==> src/rtl/pscnt_pkg.sv <==
package pscnt_pkg;
  localparam int DATA_W = 8;
  localparam int ADDR_W = 2;

  localparam logic [ADDR_W-1:0] ADDR_CTRL = 2'd0;
  localparam logic [ADDR_W-1:0] ADDR_LO   = 2'd1;
  localparam logic [ADDR_W-1:0] ADDR_HI   = 2'd2;
  localparam logic [ADDR_W-1:0] ADDR_IRQ  = 2'd3;

  typedef struct packed {
    logic       run;
    logic       narrow;
    logic       ext_src;
    logic       fall_edge;
    logic       bypass;
    logic [2:0] ratio;
  } ctrl_t;

  localparam ctrl_t CTRL_RESET = ctrl_t'(8'hFF);
endpackage

==> src/rtl/pscnt_edge_sync.sv <==
module pscnt_edge_sync #(
  parameter int STAGES = 2
) (
  input  logic clk,
  input  logic rst_n,
  input  logic din,
  input  logic fall_sel,
  output logic pulse
);
  logic [STAGES-1:0] sync_q;
  logic              prev_q;
  logic              cur;

  generate
    if (STAGES == 1) begin : g_one
      always_ff @(posedge clk) begin
        if (!rst_n) sync_q <= '0;
        else        sync_q <= din;
      end
    end else begin : g_chain
      always_ff @(posedge clk) begin
        if (!rst_n) sync_q <= '0;
        else        sync_q <= {sync_q[STAGES-2:0], din};
      end
    end
  endgenerate

  assign cur = sync_q[STAGES-1];

  always_ff @(posedge clk) begin
    if (!rst_n) prev_q <= 1'b0;
    else        prev_q <= cur;
  end

  always_comb begin
    if (fall_sel) pulse = prev_q & ~cur;
    else          pulse = cur & ~prev_q;
  end
endmodule

==> src/rtl/pscnt_prescaler.sv <==
module pscnt_prescaler #(
  parameter int PS_W  = 8,
  localparam int SEL_W = $clog2(PS_W)
) (
  input  logic             clk,
  input  logic             rst_n,
  input  logic             clr,
  input  logic             ev,
  input  logic             bypass,
  input  logic [SEL_W-1:0] ratio,
  output logic             bump,
  output logic [PS_W-1:0]  count
);
  logic [PS_W-1:0]  pcnt_q;
  logic [PS_W-1:0]  pnext;
  logic [PS_W-1:0]  mask;
  logic [SEL_W-1:0] shamt;

  assign shamt = SEL_W'(PS_W - 1) - ratio;
  assign mask  = {PS_W{1'b1}} >> shamt;
  assign pnext = pcnt_q + PS_W'(1);

  always_comb begin
    if (bypass) bump = ev;
    else        bump = ev && ((pnext & mask) == '0);
  end

  always_ff @(posedge clk) begin
    if (!rst_n)                pcnt_q <= '0;
    else if (clr)              pcnt_q <= '0;
    else if (ev && !bypass)    pcnt_q <= pnext;
  end

  assign count = pcnt_q;
endmodule

==> src/rtl/pscnt_stall.sv <==
module pscnt_stall #(
  parameter int STALL_TICKS = 2,
  localparam int SW = $clog2(STALL_TICKS + 1)
) (
  input  logic clk,
  input  logic rst_n,
  input  logic load,
  input  logic tick,
  output logic hold
);
  logic [SW-1:0] left_q;

  always_ff @(posedge clk) begin
    if (!rst_n)                      left_q <= '0;
    else if (load)                   left_q <= SW'(STALL_TICKS);
    else if (tick && left_q != '0)   left_q <= left_q - SW'(1);
  end

  assign hold = (left_q != '0);
endmodule

==> src/rtl/pscnt_core.sv <==
module pscnt_core #(
  parameter int W = 8
) (
  input  logic         clk,
  input  logic         rst_n,
  input  logic         inc,
  input  logic         narrow,
  input  logic         lo_wr,
  input  logic         hi_wr,
  input  logic         lo_rd,
  input  logic [W-1:0] wdata,
  output logic [W-1:0] lo,
  output logic [W-1:0] hi,
  output logic [W-1:0] hbuf,
  output logic         wrap
);
  logic [W-1:0]   lo_q, hi_q, hbuf_q;
  logic [2*W-1:0] wide_next;
  logic [W-1:0]   lo_next;

  assign wide_next = {hi_q, lo_q} + (2*W)'(1);
  assign lo_next   = lo_q + W'(1);

  always_comb begin
    if (narrow) wrap = inc && (lo_q == {W{1'b1}});
    else        wrap = inc && ({hi_q, lo_q} == {(2*W){1'b1}});
  end

  always_ff @(posedge clk) begin
    if (!rst_n) begin
      lo_q <= '0;
      hi_q <= '0;
    end else if (lo_wr) begin
      lo_q <= wdata;
      if (!narrow) hi_q <= hbuf_q;
    end else if (inc) begin
      if (narrow) begin
        lo_q <= lo_next;
      end else begin
        lo_q <= wide_next[W-1:0];
        hi_q <= wide_next[2*W-1:W];
      end
    end
  end

  always_ff @(posedge clk) begin
    if (!rst_n)                 hbuf_q <= '0;
    else if (hi_wr)             hbuf_q <= wdata;
    else if (lo_rd && !narrow)  hbuf_q <= hi_q;
  end

  assign lo   = lo_q;
  assign hi   = hi_q;
  assign hbuf = hbuf_q;
endmodule

==> src/rtl/pscnt_timer.sv <==
module pscnt_timer
  import pscnt_pkg::*;
#(
  parameter int SYNC_STAGES = 2,
  parameter int STALL_TICKS = 2
) (
  input  logic              clk,
  input  logic              rst_n,
  input  logic              tick,
  input  logic              ext_in,
  input  logic [ADDR_W-1:0] addr,
  input  logic              wr,
  input  logic              rd,
  input  logic [DATA_W-1:0] wdata,
  output logic [DATA_W-1:0] rdata,
  output logic              irq
);
  ctrl_t             ctrl_q;
  logic              flag_q, ien_q;
  logic              ctrl_wr, lo_wr, hi_wr, irq_wr, lo_rd;
  logic              edge_ev, src_ev, count_ev, hold, bump, wrap;
  logic [DATA_W-1:0] cnt_lo, cnt_hi, hbuf, pre_cnt;

  assign ctrl_wr = wr && (addr == ADDR_CTRL);
  assign lo_wr   = wr && (addr == ADDR_LO);
  assign hi_wr   = wr && (addr == ADDR_HI);
  assign irq_wr  = wr && (addr == ADDR_IRQ);
  assign lo_rd   = rd && (addr == ADDR_LO);

  pscnt_edge_sync #(.STAGES(SYNC_STAGES)) u_sync (
    .clk(clk), .rst_n(rst_n), .din(ext_in),
    .fall_sel(ctrl_q.fall_edge), .pulse(edge_ev)
  );

  pscnt_stall #(.STALL_TICKS(STALL_TICKS)) u_stall (
    .clk(clk), .rst_n(rst_n), .load(lo_wr), .tick(tick), .hold(hold)
  );

  assign src_ev   = ctrl_q.ext_src ? edge_ev : tick;
  assign count_ev = ctrl_q.run && !hold && !lo_wr && src_ev;

  pscnt_prescaler #(.PS_W(DATA_W)) u_pre (
    .clk(clk), .rst_n(rst_n), .clr(lo_wr || hi_wr), .ev(count_ev),
    .bypass(ctrl_q.bypass), .ratio(ctrl_q.ratio), .bump(bump), .count(pre_cnt)
  );

  pscnt_core #(.W(DATA_W)) u_core (
    .clk(clk), .rst_n(rst_n), .inc(bump), .narrow(ctrl_q.narrow),
    .lo_wr(lo_wr), .hi_wr(hi_wr), .lo_rd(lo_rd), .wdata(wdata),
    .lo(cnt_lo), .hi(cnt_hi), .hbuf(hbuf), .wrap(wrap)
  );

  always_ff @(posedge clk) begin
    if (!rst_n)       ctrl_q <= CTRL_RESET;
    else if (ctrl_wr) ctrl_q <= ctrl_t'(wdata);
  end

  always_ff @(posedge clk) begin
    if (!rst_n) begin
      flag_q <= 1'b0;
      ien_q  <= 1'b0;
    end else begin
      if (wrap)        flag_q <= 1'b1;
      else if (irq_wr) flag_q <= wdata[0];
      if (irq_wr)      ien_q  <= wdata[1];
    end
  end

  always_comb begin
    unique case (addr)
      ADDR_CTRL: rdata = ctrl_q;
      ADDR_LO:   rdata = cnt_lo;
      ADDR_HI:   rdata = hbuf;
      default:   rdata = {{(DATA_W-2){1'b0}}, ien_q, flag_q};
    endcase
  end

  assign irq = flag_q & ien_q;
endmodule

==> config.mk <==
export PLATFORM = sky130hd
export DESIGN_NAME = pscnt_timer
export DESIGN_NICKNAME = d
export VERILOG_FILES = /design/src/rtl/pscnt_pkg.sv /design/src/rtl/pscnt_edge_sync.sv /design/src/rtl/pscnt_prescaler.sv /design/src/rtl/pscnt_stall.sv /design/src/rtl/pscnt_core.sv /design/src/rtl/pscnt_timer.sv
export SDC_FILE = /design/constraint.sdc
export NUM_CORES = 1
export LEC_CHECK = 0
export BUFFER_PORTS_ARGS = -buffer_cell sky130_fd_sc_hd__buf_2
export CAP_MARGIN = 20
export CORE_MARGIN = 2
export CORE_UTILIZATION = 56
export CTS_BUF_LIST = sky130_fd_sc_hd__clkbuf_8
export CTS_CLUSTER_DIAMETER = 150
export DETAILED_ROUTE_END_ITERATION = 8
export PLACE_DENSITY = 0.84
export SLEW_MARGIN = 20
export SYNTH_ARGS = -nofsm -noshare
export SYNTH_HDL_FRONTEND = slang
export SYNTH_SLANG_ARGS = --single-unit
==> constraint.sdc <==
create_clock -name clk -period 2.2 [get_ports clk]
set_clock_uncertainty 0.15 [all_clocks]
set_input_delay 0.55 -clock clk [delete_from_list [all_inputs] [get_ports clk]]
set_output_delay 0.55 -clock clk [all_outputs]
set_load 0.02 [all_outputs]
==> Implementation_results.wiki, run 1 <==
{| class="wikitable"
! Metric !! Value
|-
| Worst r2r path cells || 8
|-
| Setup violation total in the final timing report || 8
|-
| Outcome || complete, but fails checks
|-
| Synthesis-to-finish area growth || 21.9%
|-
| Post-synth design cell area || 0.00274 mm²
|-
| Clock latency on the worst-skew pair || 0.31 ns
|-
| Class of the worst hold path || flop to flop
|-
| Longest Clk Path Bufs || 2
|-
| Die width || 74.0 µm
|-
| Floorplan row count || 25
|-
| HPWL Detailed || 5.08 mm
|-
| Clock root buffer || sky130_fd_sc_hd__clkbuf_8
|-
| Setup repair after global routing missed its margin || yes
|-
| Most area-hungry cell type in the Yosys netlist || sky130_fd_sc_hd__dfxtp_1
|-
| Critical path capture point type || flop
|-
| Launch instance of the worst min-delay path || u_sync.sync_q[0]$_SDFF_PN0_
|-
| Detailed-routing iteration count for the pre-antenna-repair pass || 7
|-
| Sequential area share after synthesis || 0.343
|-
| Area of the die || 0.00547 mm²
|-
| Number of routed nets with antenna violations || 0
|-
| Number of instances in the synthesized netlist || 330
|-
| Overall Global Routing Usage || 0.277
|-
| Port Buf Inserts || 24
|-
| Post-synthesis cell type count || 53
|-
| Remaining Overflow, GRT || 0
|-
| Vias in the first global route || 2,366
|-
| Capturing element of the worst setup path || u_core.lo[3]$_SDFFE_PN0P_
|-
| Number of H-tree branching levels || 2
|-
| Count of warnings emitted by yosys || 0
|-
| Transition at the pin with the smallest max-transition slack || 0.335 ns
|-
| Number of enable flip-flop cells after synthesis || 0
|-
| Most area-consuming cells after synthesis || sky130_fd_sc_hd__dfxtp_1 34%, sky130_fd_sc_hd__nand2_1 9.3%, sky130_fd_sc_hd__mux2i_1 5.8%
|-
| Violations in the final reports || setup timing
|-
| Ratio of routed vias to standard cells || 6.13
|-
| Share of the synthesized area in the top cell type || 0.343
|-
| Syn Area/Cell || 8.30 µm²
|-
| Critical path launch point || u_pre.count[0]$_SDFFE_PP0P_
|-
| Initial antenna violation count || 0
|-
| Crit-path max FO || 8
|-
| Proportion of layout cells with a drive suffix above 1 || 0.273
|-
| Setup total negative slack || -0.795 ns
|-
| Utilization of the core after routing || 0.707
|-
| First-pass GRT wire length || 11.6 mm
|-
| Slew Limit Fails || 0
|-
| Max VDD drop || 0.353 mV
|-
| Reg2reg start || u_pre.count[0]$_SDFFE_PP0P_
|-
| Antenna diodes || 0
|-
| Min setup slack post-route || -0.207 ns
|-
| List of most frequent post-synthesis cells || 68 x sky130_fd_sc_hd__nand2_1, 47 x sky130_fd_sc_hd__dfxtp_1, 20 x sky130_fd_sc_hd__o21ai_0, 19 x sky130_fd_sc_hd__a21oi_1
|-
| Share of the cycle needed by the critical path after routing || 1.09
|-
| Final-stage net count || 399
|-
| Final Critical Period || 2.41 ns
|-
| Number of max-capacitance violations reported || 0
|-
| Clock buffer count from CTS || 5
|-
| Main flop type after synthesis || sky130_fd_sc_hd__dfxtp_1
|-
| Share of async-settable or async-resettable flops after synthesis || 0
|-
| Post-Syn Nets || 349
|-
| Pin count of the biggest net entering global routing || 31
|-
| Achievable clock frequency || 0.415 GHz
|-
| Data arrival at the endpoint of the critical path || 2.44 ns
|-
| Final hold violations || 0
|-
| Clock-pin slew on the worst setup and hold paths || 0.08 ns
|-
| Initial standard-cell utilization of the core || 0.580
|-
| DR WL/cell || 16.8 µm
|-
| Worst reg2reg path endpoint || u_core.lo[3]$_SDFFE_PN0P_
|-
| Wire length after detailed routing || 7.53 mm
|-
| Required time of the worst setup path || 2.23 ns
|-
| Most frequent cell after synthesis || sky130_fd_sc_hd__nand2_1
|-
| Total number of clock tree sinks || 47
|-
| CORE AREA || 0.00472 mm²
|-
| Number of placed I/O pins || 25
|-
| Starting DRC count in detailed routing || 284
|-
| Kind of start point of the critical path || flop
|-
| Clock tree from TritonCTS || built
|-
| Routability Congestion || 0.916
|-
| Cts-stage hold buffer count || 0
|-
| Power per unit of standard cell area || 557 mW/mm²
|-
| Flops & latches, synth || 47
|-
| Total vias in the final route || 2,744
|-
| Headroom to the max-slew limit || 0.776
|-
| Remaining design rule violation count || 0
|-
| Overall power || 1.86 mW
|-
| Height of the die || 74.0 µm
|-
| Critical path class || flop to flop
|-
| Layout fillers || 354
|-
| Static leakage || 1.36 nW
|-
| Worst-case register-to-register setup slack || -0.21 ns
|}
==> state kept, by name, summed over array words and instances (netlist names) <==
| signal | cells |
|---|---|
| ctrl_q | 8 |
| u_sync.sync_q | 2 |
| u_core.lo | 8 |
| u_core.hi | 8 |
| u_core.hbuf | 8 |
| u_stall.left_q | 2 |
| u_pre.count | 8 |
| flag_q | 1 |
| u_sync.prev_q | 1 |
| ien_q | 1 |
==> power by group <==
group          internal, mW  switching (mW)  total, mW
clock network         0.368           0.298      0.666
logic                 0.117           0.168      0.285
registers             0.880          0.0316      0.912
==> timing repair <==
item	CTS	global route
gates resized for setup	9	15
buffers inserted	2	3
pin swaps	6	7
setup endpoints to repair	18	18
==> metrics by stage <==
stage,hold WS (ns),cells,instance area (µm²),worst slack [ns]
after floorplan,0.262,330,2760,-0.157
after global placement,0.262,435,3100,-0.103
after detailed placement,0.271,435,3100,-0.175
after CTS,0.292,445,3260,-0.108
after global routing,0.296,448,3340,-0.255
final,0.288,448,3340,-0.207
==> cells by family (layout without fill, tap and decap cells) <==
logic type	after synthesis	count (layout)	synth area share
AO/OA/AOI/OAI	77	77	0.193
XOR/XNOR	18	18	0.0575
adder cells (fa/ha/maj)	3	3	0.0137
buffers and inverters	23	74	0.0507
flip-flops	47	47	0.343
multiplexers	18	18	0.0749
AND/OR/NAND/NOR	144	144	0.267
==> routing by layer <==
layer	up-vias	share of wire	global-route usage
met5	-	0	0
met4	0	0.034	0.101
met3	29	0.076	0.0461
met2	149	0.46	0.434
met1	1284	0.43	0.386
li1	1282	-	-
==> cell type report <==
class                   instances  area, µm²  area share
clock buffers                   6       82.6      0.0247
clock inverters                 2       35.0      0.0105
flip-flops and latches         47        952       0.285
multi-input cells             260       1740       0.522
well taps                      67       83.8      0.0251
repair buffers                 62        428       0.128
inverters                       4       15.0     0.00449
==> worst max-delay path, stage by stage (launching register included) <==
cell,delay [ns]
sky130_fd_sc_hd__dfxtp_4,0.36
sky130_fd_sc_hd__ha_4,0.17
sky130_fd_sc_hd__xor2_1,0.15
sky130_fd_sc_hd__o2bb2ai_2,0.15
sky130_fd_sc_hd__a41oi_1,0.15
sky130_fd_sc_hd__o41a_4,0.59
sky130_fd_sc_hd__nor4b_4,0.29
sky130_fd_sc_hd__xnor2_1,0.16
sky130_fd_sc_hd__a21oi_1,0.10
==> worst min-delay path by stage <==
stage                     slack, ns                     endpoint  depth (start not counted)
after floorplan                0.26  u_sync.sync_q[1]$_SDFF_PN0_                          1
after CTS                      0.29  u_sync.sync_q[1]$_SDFF_PN0_                          1
after detailed placement       0.27  u_sync.sync_q[1]$_SDFF_PN0_                          1
after global placement         0.26  u_sync.sync_q[1]$_SDFF_PN0_                          1
final                          0.29  u_sync.sync_q[1]$_SDFF_PN0_                          1
after global routing           0.30  u_sync.sync_q[0]$_SDFF_PN0_                          2
==> cell usage in the layout (no fill, tap or decap), types with 3 or more instances in the layout <==
cell type | Yosys | layout
sky130_fd_sc_hd__o211a_1 | 9 | 9
sky130_fd_sc_hd__buf_4 | 2 | 36
sky130_fd_sc_hd__dfxtp_1 | 47 | 42
sky130_fd_sc_hd__mux2i_1 | 16 | 16
sky130_fd_sc_hd__o22ai_1 | 7 | 7
sky130_fd_sc_hd__nand4_1 | 8 | 8
sky130_fd_sc_hd__nor2b_1 | 4 | 3
sky130_fd_sc_hd__o31ai_1 | 6 | 6
sky130_fd_sc_hd__a21oi_1 | 19 | 19
sky130_fd_sc_hd__nand2_1 | 68 | 68
sky130_fd_sc_hd__xnor2_1 | 11 | 10
sky130_fd_sc_hd__inv_1 | 4 | 4
sky130_fd_sc_hd__dfxtp_2 | 0 | 3
sky130_fd_sc_hd__nor2_1 | 16 | 13
sky130_fd_sc_hd__clkbuf_8 | 3 | 6
sky130_fd_sc_hd__o21ai_0 | 20 | 18
sky130_fd_sc_hd__nand3_1 | 16 | 16
sky130_fd_sc_hd__nor3_1 | 5 | 4
sky130_fd_sc_hd__and2_1 | 5 | 5
sky130_fd_sc_hd__and3_1 | 4 | 4
sky130_fd_sc_hd__xor2_1 | 7 | 5
sky130_fd_sc_hd__buf_2 | 0 | 23
No activity file was read; power rests on OpenSTA's default activity.
==> run 2, diff against run 1 <==
--- a/config.mk
+++ b/config.mk
@@ -5,7 +5,7 @@
 export SDC_FILE = /design/constraint.sdc
 export NUM_CORES = 1
 export LEC_CHECK = 0
-export BUFFER_PORTS_ARGS = -buffer_cell sky130_fd_sc_hd__buf_2
+export BUFFER_PORTS_ARGS = -buffer_cell sky130_fd_sc_hd__buf_4
 export CAP_MARGIN = 20
 export CORE_MARGIN = 2
 export CORE_UTILIZATION = 56
==> run 2 against run 1 <==
The flow still finishes with violations (setup timing). Largest power group unchanged. Sequential share of layout area down 0.099 points. Power down 2.5%. Sequential power down 0.4%.
==> Implementation_results.wiki, run 2 (same netlist as run 1, synthesis figures left out) <==
{| class="wikitable"
! Metric !! Value
|-
| Outcome || complete, but fails checks
|-
| Violations in the final reports || setup timing
|-
| Wire length after detailed routing || 7.46 mm
|-
| Power per unit of standard cell area || 537 mW/mm²
|-
| Pin count of the biggest net entering global routing || 48
|-
| Port Buf Inserts || 24
|-
| Clock buffer count from CTS || 5
|-
| Number of placed I/O pins || 25
|-
| Number of standard cells in the layout, taps in and fillers out || 444
|-
| Delay of the slowest cell on the worst path || 0.44 ns
|-
| HPWL Detailed || 4.99 mm
|-
| Remaining Overflow, GRT || 0
|-
| Clock root buffer || sky130_fd_sc_hd__clkbuf_8
|-
| Longest Clk Path Bufs || 2
|-
| Number of H-tree branching levels || 2
|-
| Vias in the first global route || 2,451
|-
| Static leakage || 1.36 nW
|-
| Slew Limit Fails || 0
|-
| Area of the die || 0.00547 mm²
|-
| Final hold violations || 0
|-
| Clock-pin slew on the worst setup and hold paths || 0.09 ns
|-
| Achievable clock frequency || 0.428 GHz
|-
| Cell count after placement || 435
|-
| Ratio of routed vias to standard cells || 6.22
|-
| CORE AREA || 0.00472 mm²
|-
| Final Critical Period || 2.33 ns
|-
| Routability Congestion || 0.873
|-
| Class of the worst hold path || flop to flop
|-
| Final-stage net count || 396
|-
| Cell with the largest stage delay on the worst path || sky130_fd_sc_hd__o41a_4
|-
| Most common cell after layout, fill and taps aside || sky130_fd_sc_hd__nand2_1
|-
| Worst-case register-to-register setup slack || -0.13 ns
|-
| Headroom to the max-slew limit || 0.709
|-
| First-pass GRT wire length || 11.6 mm
|-
| Detailed-routing iteration count for the pre-antenna-repair pass || 5
|-
| Critical path capture point type || flop
|-
| Number of routed nets with antenna violations || 0
|-
| DR WL/cell || 16.8 µm
|-
| Cts-stage hold buffer count || 0
|-
| Height of the die || 74.0 µm
|-
| Starting DRC count in detailed routing || 236
|-
| Top library cells by usage in the layout, fill and taps aside || 68 x sky130_fd_sc_hd__nand2_1, 52 x sky130_fd_sc_hd__buf_4, 41 x sky130_fd_sc_hd__dfxtp_1
|-
| Min setup slack post-route || -0.134 ns
|-
| Proportion of layout cells with a drive suffix above 1 || 0.257
|-
| Remaining design rule violation count || 0
|-
| Initial antenna violation count || 0
|-
| Placed inst area || 0.00316 mm²
|-
| Cells traversed along the worst timing path || ha_4, xor2_2, buf_4, nor2_1, a41oi_1, o41a_4, nor4b_4, xnor2_1, a21oi_1
|-
| Max VDD drop || 0.499 mV
|-
| Total vias in the final route || 2,762
|-
| Overall Global Routing Usage || 0.274
|-
| Utilization of the core after routing || 0.716
|-
| Initial standard-cell utilization of the core || 0.580
|-
| Transition at the pin with the smallest max-transition slack || 0.436 ns
|-
| Kind of start point of the critical path || flop
|-
| Setup violation total in the final timing report || 17
|-
| Data arrival at the endpoint of the critical path || 2.37 ns
|-
| Clock tree from TritonCTS || built
|-
| Floorplan row count || 25
|-
| Setup repair after global routing missed its margin || yes
|-
| Required time of the worst setup path || 2.24 ns
|-
| Cell area after layout || 0.00338 mm²
|-
| Antenna diodes || 0
|-
| Critical path class || flop to flop
|-
| Total number of clock tree sinks || 47
|-
| Number of max-capacitance violations reported || 0
|-
| Share of the cycle needed by the critical path after routing || 1.06
|-
| Synthesis-to-finish area growth || 23.5%
|-
| Clock latency on the worst-skew pair || 0.30 ns
|-
| Crit-path max FO || 7
|-
| Die width || 74.0 µm
|}
==> run 2: routing by layer <==
layer | global-route usage | wire, µm | up-vias
met5 | 0 | 0 | -
met4 | 0.109 | 146 | 0
met3 | 0.0474 | 582 | 17
met2 | 0.418 | 3490 | 147
met1 | 0.386 | 3230 | 1319
li1 | - | - | 1279
==> run 2: critical path: cells and delay by family (launching register included) <==
family | cells | cell delay [ns]
XOR/XNOR | 2 | 0.29
AND/OR/NAND/NOR | 2 | 0.42
adder cells (fa/ha/maj) | 1 | 0.17
AO/OA/AOI/OAI | 3 | 0.68
buffers and inverters | 1 | 0.14
flip-flops | 1 | 0.37
==> run 2: final timing paths <==
path | from | end | cells after the start
worst min register to register | u_sync.sync_q[0]$_SDFF_PN0_ | u_sync.sync_q[1]$_SDFF_PN0_ | 1
worst max-delay path | u_pre.count[1]$_SDFFE_PP0P_ | u_core.lo[3]$_SDFFE_PN0P_ | 9
worst max register to register | u_pre.count[1]$_SDFFE_PP0P_ | u_core.lo[3]$_SDFFE_PN0P_ | 9
worst min-delay path | u_sync.sync_q[0]$_SDFF_PN0_ | u_sync.sync_q[1]$_SDFF_PN0_ | 1
==> run 2: metrics by stage <==
step	hold slack, ns	worst slack (ns)	TNS [ns]	power, mW
CTS	0.292	-0.0758	-0.158	1.81
global route	0.306	-0.253	-2.77	1.89
finish	0.287	-0.134	-0.999	1.82
floorplan	0.262	-0.157	-0.505	1.10
global placement	0.265	-0.0940	-0.207	1.20
detailed placement	0.273	-0.156	-0.788	1.21
==> run 2: area by class of cell <==
class	instances	area, µm²
sequential	47	961
inverter	4	15.0
clock buffer	5	68.8
clock inverter	2	33.8
multi-input combinational	260	1740
fill	338	1340
timing repair buffer	59	478
tap	67	83.8
==> run 2: what timing repair did <==
item | 4_1_cts | 5_1_grt
pin swaps | 8 | 5
gates resized for setup | 12 | 17
setup endpoints to repair | 17 | 17
hold endpoints to repair | 0 | 0
buffers inserted | 1 | 2
==> run 2: power by group <==
part	internal [mW]	total [mW]	switching, mW
clock network	0.329	0.619	0.290
registers	0.876	0.908	0.0312
logic	0.128	0.289	0.161
==> run 3, diff against run 2 <==
==> constraint.sdc (replaced) <==
create_clock -name clk -period 1.95 [get_ports clk]
set_clock_uncertainty 0.15 [all_clocks]
set_input_delay 0.4875 -clock clk [delete_from_list [all_inputs] [get_ports clk]]
set_output_delay 0.4875 -clock clk [all_outputs]
set_load 0.02 [all_outputs]
==> run 3 against run 2 <==
The run still ends with setup timing left. Clock power fell by 6.9%. Routed wire length rose by 3.2%. Non-clock buffer count rose by 21. Hold slack got worse by 0.044 ns.
==> Implementation_results.wiki, run 3 (same netlist as run 1, synthesis figures left out) <==
{| class="wikitable"
! Metric !! Value
|-
| Top library cells by usage in the layout, fill and taps aside || 69 x sky130_fd_sc_hd__buf_4, 68 x sky130_fd_sc_hd__nand2_1, 39 x sky130_fd_sc_hd__dfxtp_1
|-
| Design internal power || 1.41 mW
|-
| Net switching power || 0.568 mW
|-
| Remaining Overflow, GRT || 0
|-
| Ratio of routed vias to standard cells || 6.13
|-
| Pin count of the biggest net entering global routing || 38
|-
| Violations in the final reports || setup timing
|-
| Power per unit of standard cell area || 542 mW/mm²
|-
| Critical path capture point type || flop
|-
| Clock network fraction of total power || 0.291
|-
| Number of placed I/O pins || 25
|-
| Cell with the largest stage delay on the worst path || sky130_fd_sc_hd__dfxtp_1
|-
| Data arrival at the endpoint of the critical path || 2.41 ns
|-
| Cells traversed along the worst timing path || nand4_1, buf_4, o21ai_4, a211oi_4, o41a_4, nor4b_4, xnor2_1, a21oi_1
|-
| Headroom to the max-slew limit || 0.732
|-
| Synthesis-to-finish area growth || 33.3%
|-
| Layout fillers || 309
|-
| Routability Congestion || 0.933
|-
| Critical path buffer and inverter count || 1
|-
| Achievable clock frequency || 0.424 GHz
|-
| Clock root buffer || sky130_fd_sc_hd__clkbuf_8
|-
| Overall Global Routing Usage || 0.285
|-
| Placed inst area || 0.00326 mm²
|-
| Vias in the first global route || 2,594
|-
| Seq pwr share || 0.518
|-
| Clock tree from TritonCTS || built
|-
| Final-stage net count || 417
|-
| Wire length after detailed routing || 7.70 mm
|-
| Area of the multi-input gates || 0.00184 mm²
|-
| Number of max-capacitance violations reported || 0
|-
| Clock latency on the worst-skew pair || 0.31 ns
|-
| Clock buffer count from CTS || 5
|-
| Total vias in the final route || 2,855
|-
| Total number of clock tree sinks || 47
|-
| Final hold violations || 0
|-
| Setup violation total in the final timing report || 19
|-
| Most common cell after layout, fill and taps aside || sky130_fd_sc_hd__buf_4
|-
| Required time of the worst setup path || 2.00 ns
|-
| Initial antenna violation count || 0
|-
| Longest Clk Path Bufs || 2
|-
| Port Buf Inserts || 24
|-
| Crit-path max FO || 7
|-
| Transition at the pin with the smallest max-transition slack || 0.401 ns
|-
| First-pass GRT wire length || 12.2 mm
|-
| Sequential cell area || 961 µm²
|-
| Detailed-routing iteration count for the pre-antenna-repair pass || 5
|-
| Proportion of layout cells with a drive suffix above 1 || 0.338
|-
| Number of routed nets with antenna violations || 0
|-
| Cell area after layout || 0.00365 mm²
|-
| Min setup slack post-route || -0.408 ns
|-
| Class of the worst hold path || input port to flop
|-
| Remaining design rule violation count || 0
|-
| Die width || 74.0 µm
|-
| Initial standard-cell utilization of the core || 0.580
|-
| Kind of start point of the critical path || flop
|-
| Setup repair after global routing missed its margin || yes
|-
| CORE AREA || 0.00472 mm²
|-
| Number of H-tree branching levels || 2
|-
| Max VDD drop || 0.436 mV
|-
| Static leakage || 1.47 nW
|-
| Height of the die || 74.0 µm
|-
| Delay of the slowest cell on the worst path || 0.47 ns
|-
| Outcome || complete, but fails checks
|-
| Hold Slack || 0.243 ns
|-
| Clock-pin slew on the worst setup and hold paths || 0.09 ns
|-
| Starting DRC count in detailed routing || 278
|-
| Fraction of power spent switching nets || 0.287
|-
| Critical path class || flop to flop
|-
| HPWL Detailed || 5.22 mm
|-
| Final Critical Period || 2.36 ns
|-
| DR WL/cell || 16.5 µm
|-
| Family with the most delay on the worst path || compound AO/OA/AOI/OAI gates
|-
| Area of the die || 0.00547 mm²
|-
| Share of the cycle needed by the critical path after routing || 1.21
|-
| Comb power frac || 0.191
|-
| Antenna diodes || 0
|-
| Floorplan row count || 25
|-
| Slew Limit Fails || 0
|}
## run 3: what timing repair did
item	CTS	global route
hold buffers	0	0
setup endpoints to repair	23	32
pin swaps	14	5
buffers inserted	12	3
gates resized for setup	22	28
## run 3: area by class of cell
class | count | share of cell area
multi-input cells | 260 | 0.505
flip-flops and latches | 47 | 0.263
repair buffers | 80 | 0.183
well taps | 67 | 0.0230
clock buffers | 5 | 0.0188
inverters | 4 | 0.00411
clock inverters | 3 | 0.00343
## run 3: path summary, 6_finish.rpt
kind	from	to	slack, ns	depth (start not counted)
setup / recovery	u_pre.count[3]$_SDFFE_PP0P_	u_core.lo[3]$_SDFFE_PN0P_	-0.41	8
hold reg to reg	u_sync.sync_q[0]$_SDFF_PN0_	u_sync.sync_q[1]$_SDFF_PN0_	0.29	1
setup reg to reg	u_pre.count[3]$_SDFFE_PP0P_	u_core.lo[3]$_SDFFE_PN0P_	-0.41	8
hold / removal	ext_in	u_sync.sync_q[0]$_SDFF_PN0_	0.24	2
## run 3: through the flow
stage,util,cells,power [mW],TNS [ns],setup slack (ns)
after floorplan,-,330,1.24,-3.03,-0.403
after global placement,0.690,443,1.37,-4.34,-0.331
after detailed placement,0.690,443,1.38,-5.11,-0.385
after CTS,0.743,463,1.95,-4.80,-0.322
after global routing,0.773,466,2.06,-7.96,-0.486
final,0.773,466,1.98,-6.32,-0.408
## run 3: routing by layer
layer / part of all wire / vias to the layer above / global-route usage
li1: - / 1327 / -
met1: 0.44 / 1345 / 0.392
met2: 0.47 / 148 / 0.454
met3: 0.064 / 35 / 0.0447
met4: 0.032 / 0 / 0.105
met5: 0 / - / 0
## run 3: power by group through the flow
| stage | Clock [mW] | Combinational (mW) | Sequential (mW) |
|---|---|---|---|
| 2_1_floorplan | 0 | 0.199 | 1.04 |
| 3_3_place_gp | 0 | 0.324 | 1.05 |
| 3_5_place_dp | 0 | 0.335 | 1.05 |
| 4_1_cts | 0.574 | 0.356 | 1.02 |
| 5_1_grt | 0.617 | 0.410 | 1.03 |
| 6_report | 0.576 | 0.379 | 1.03 |
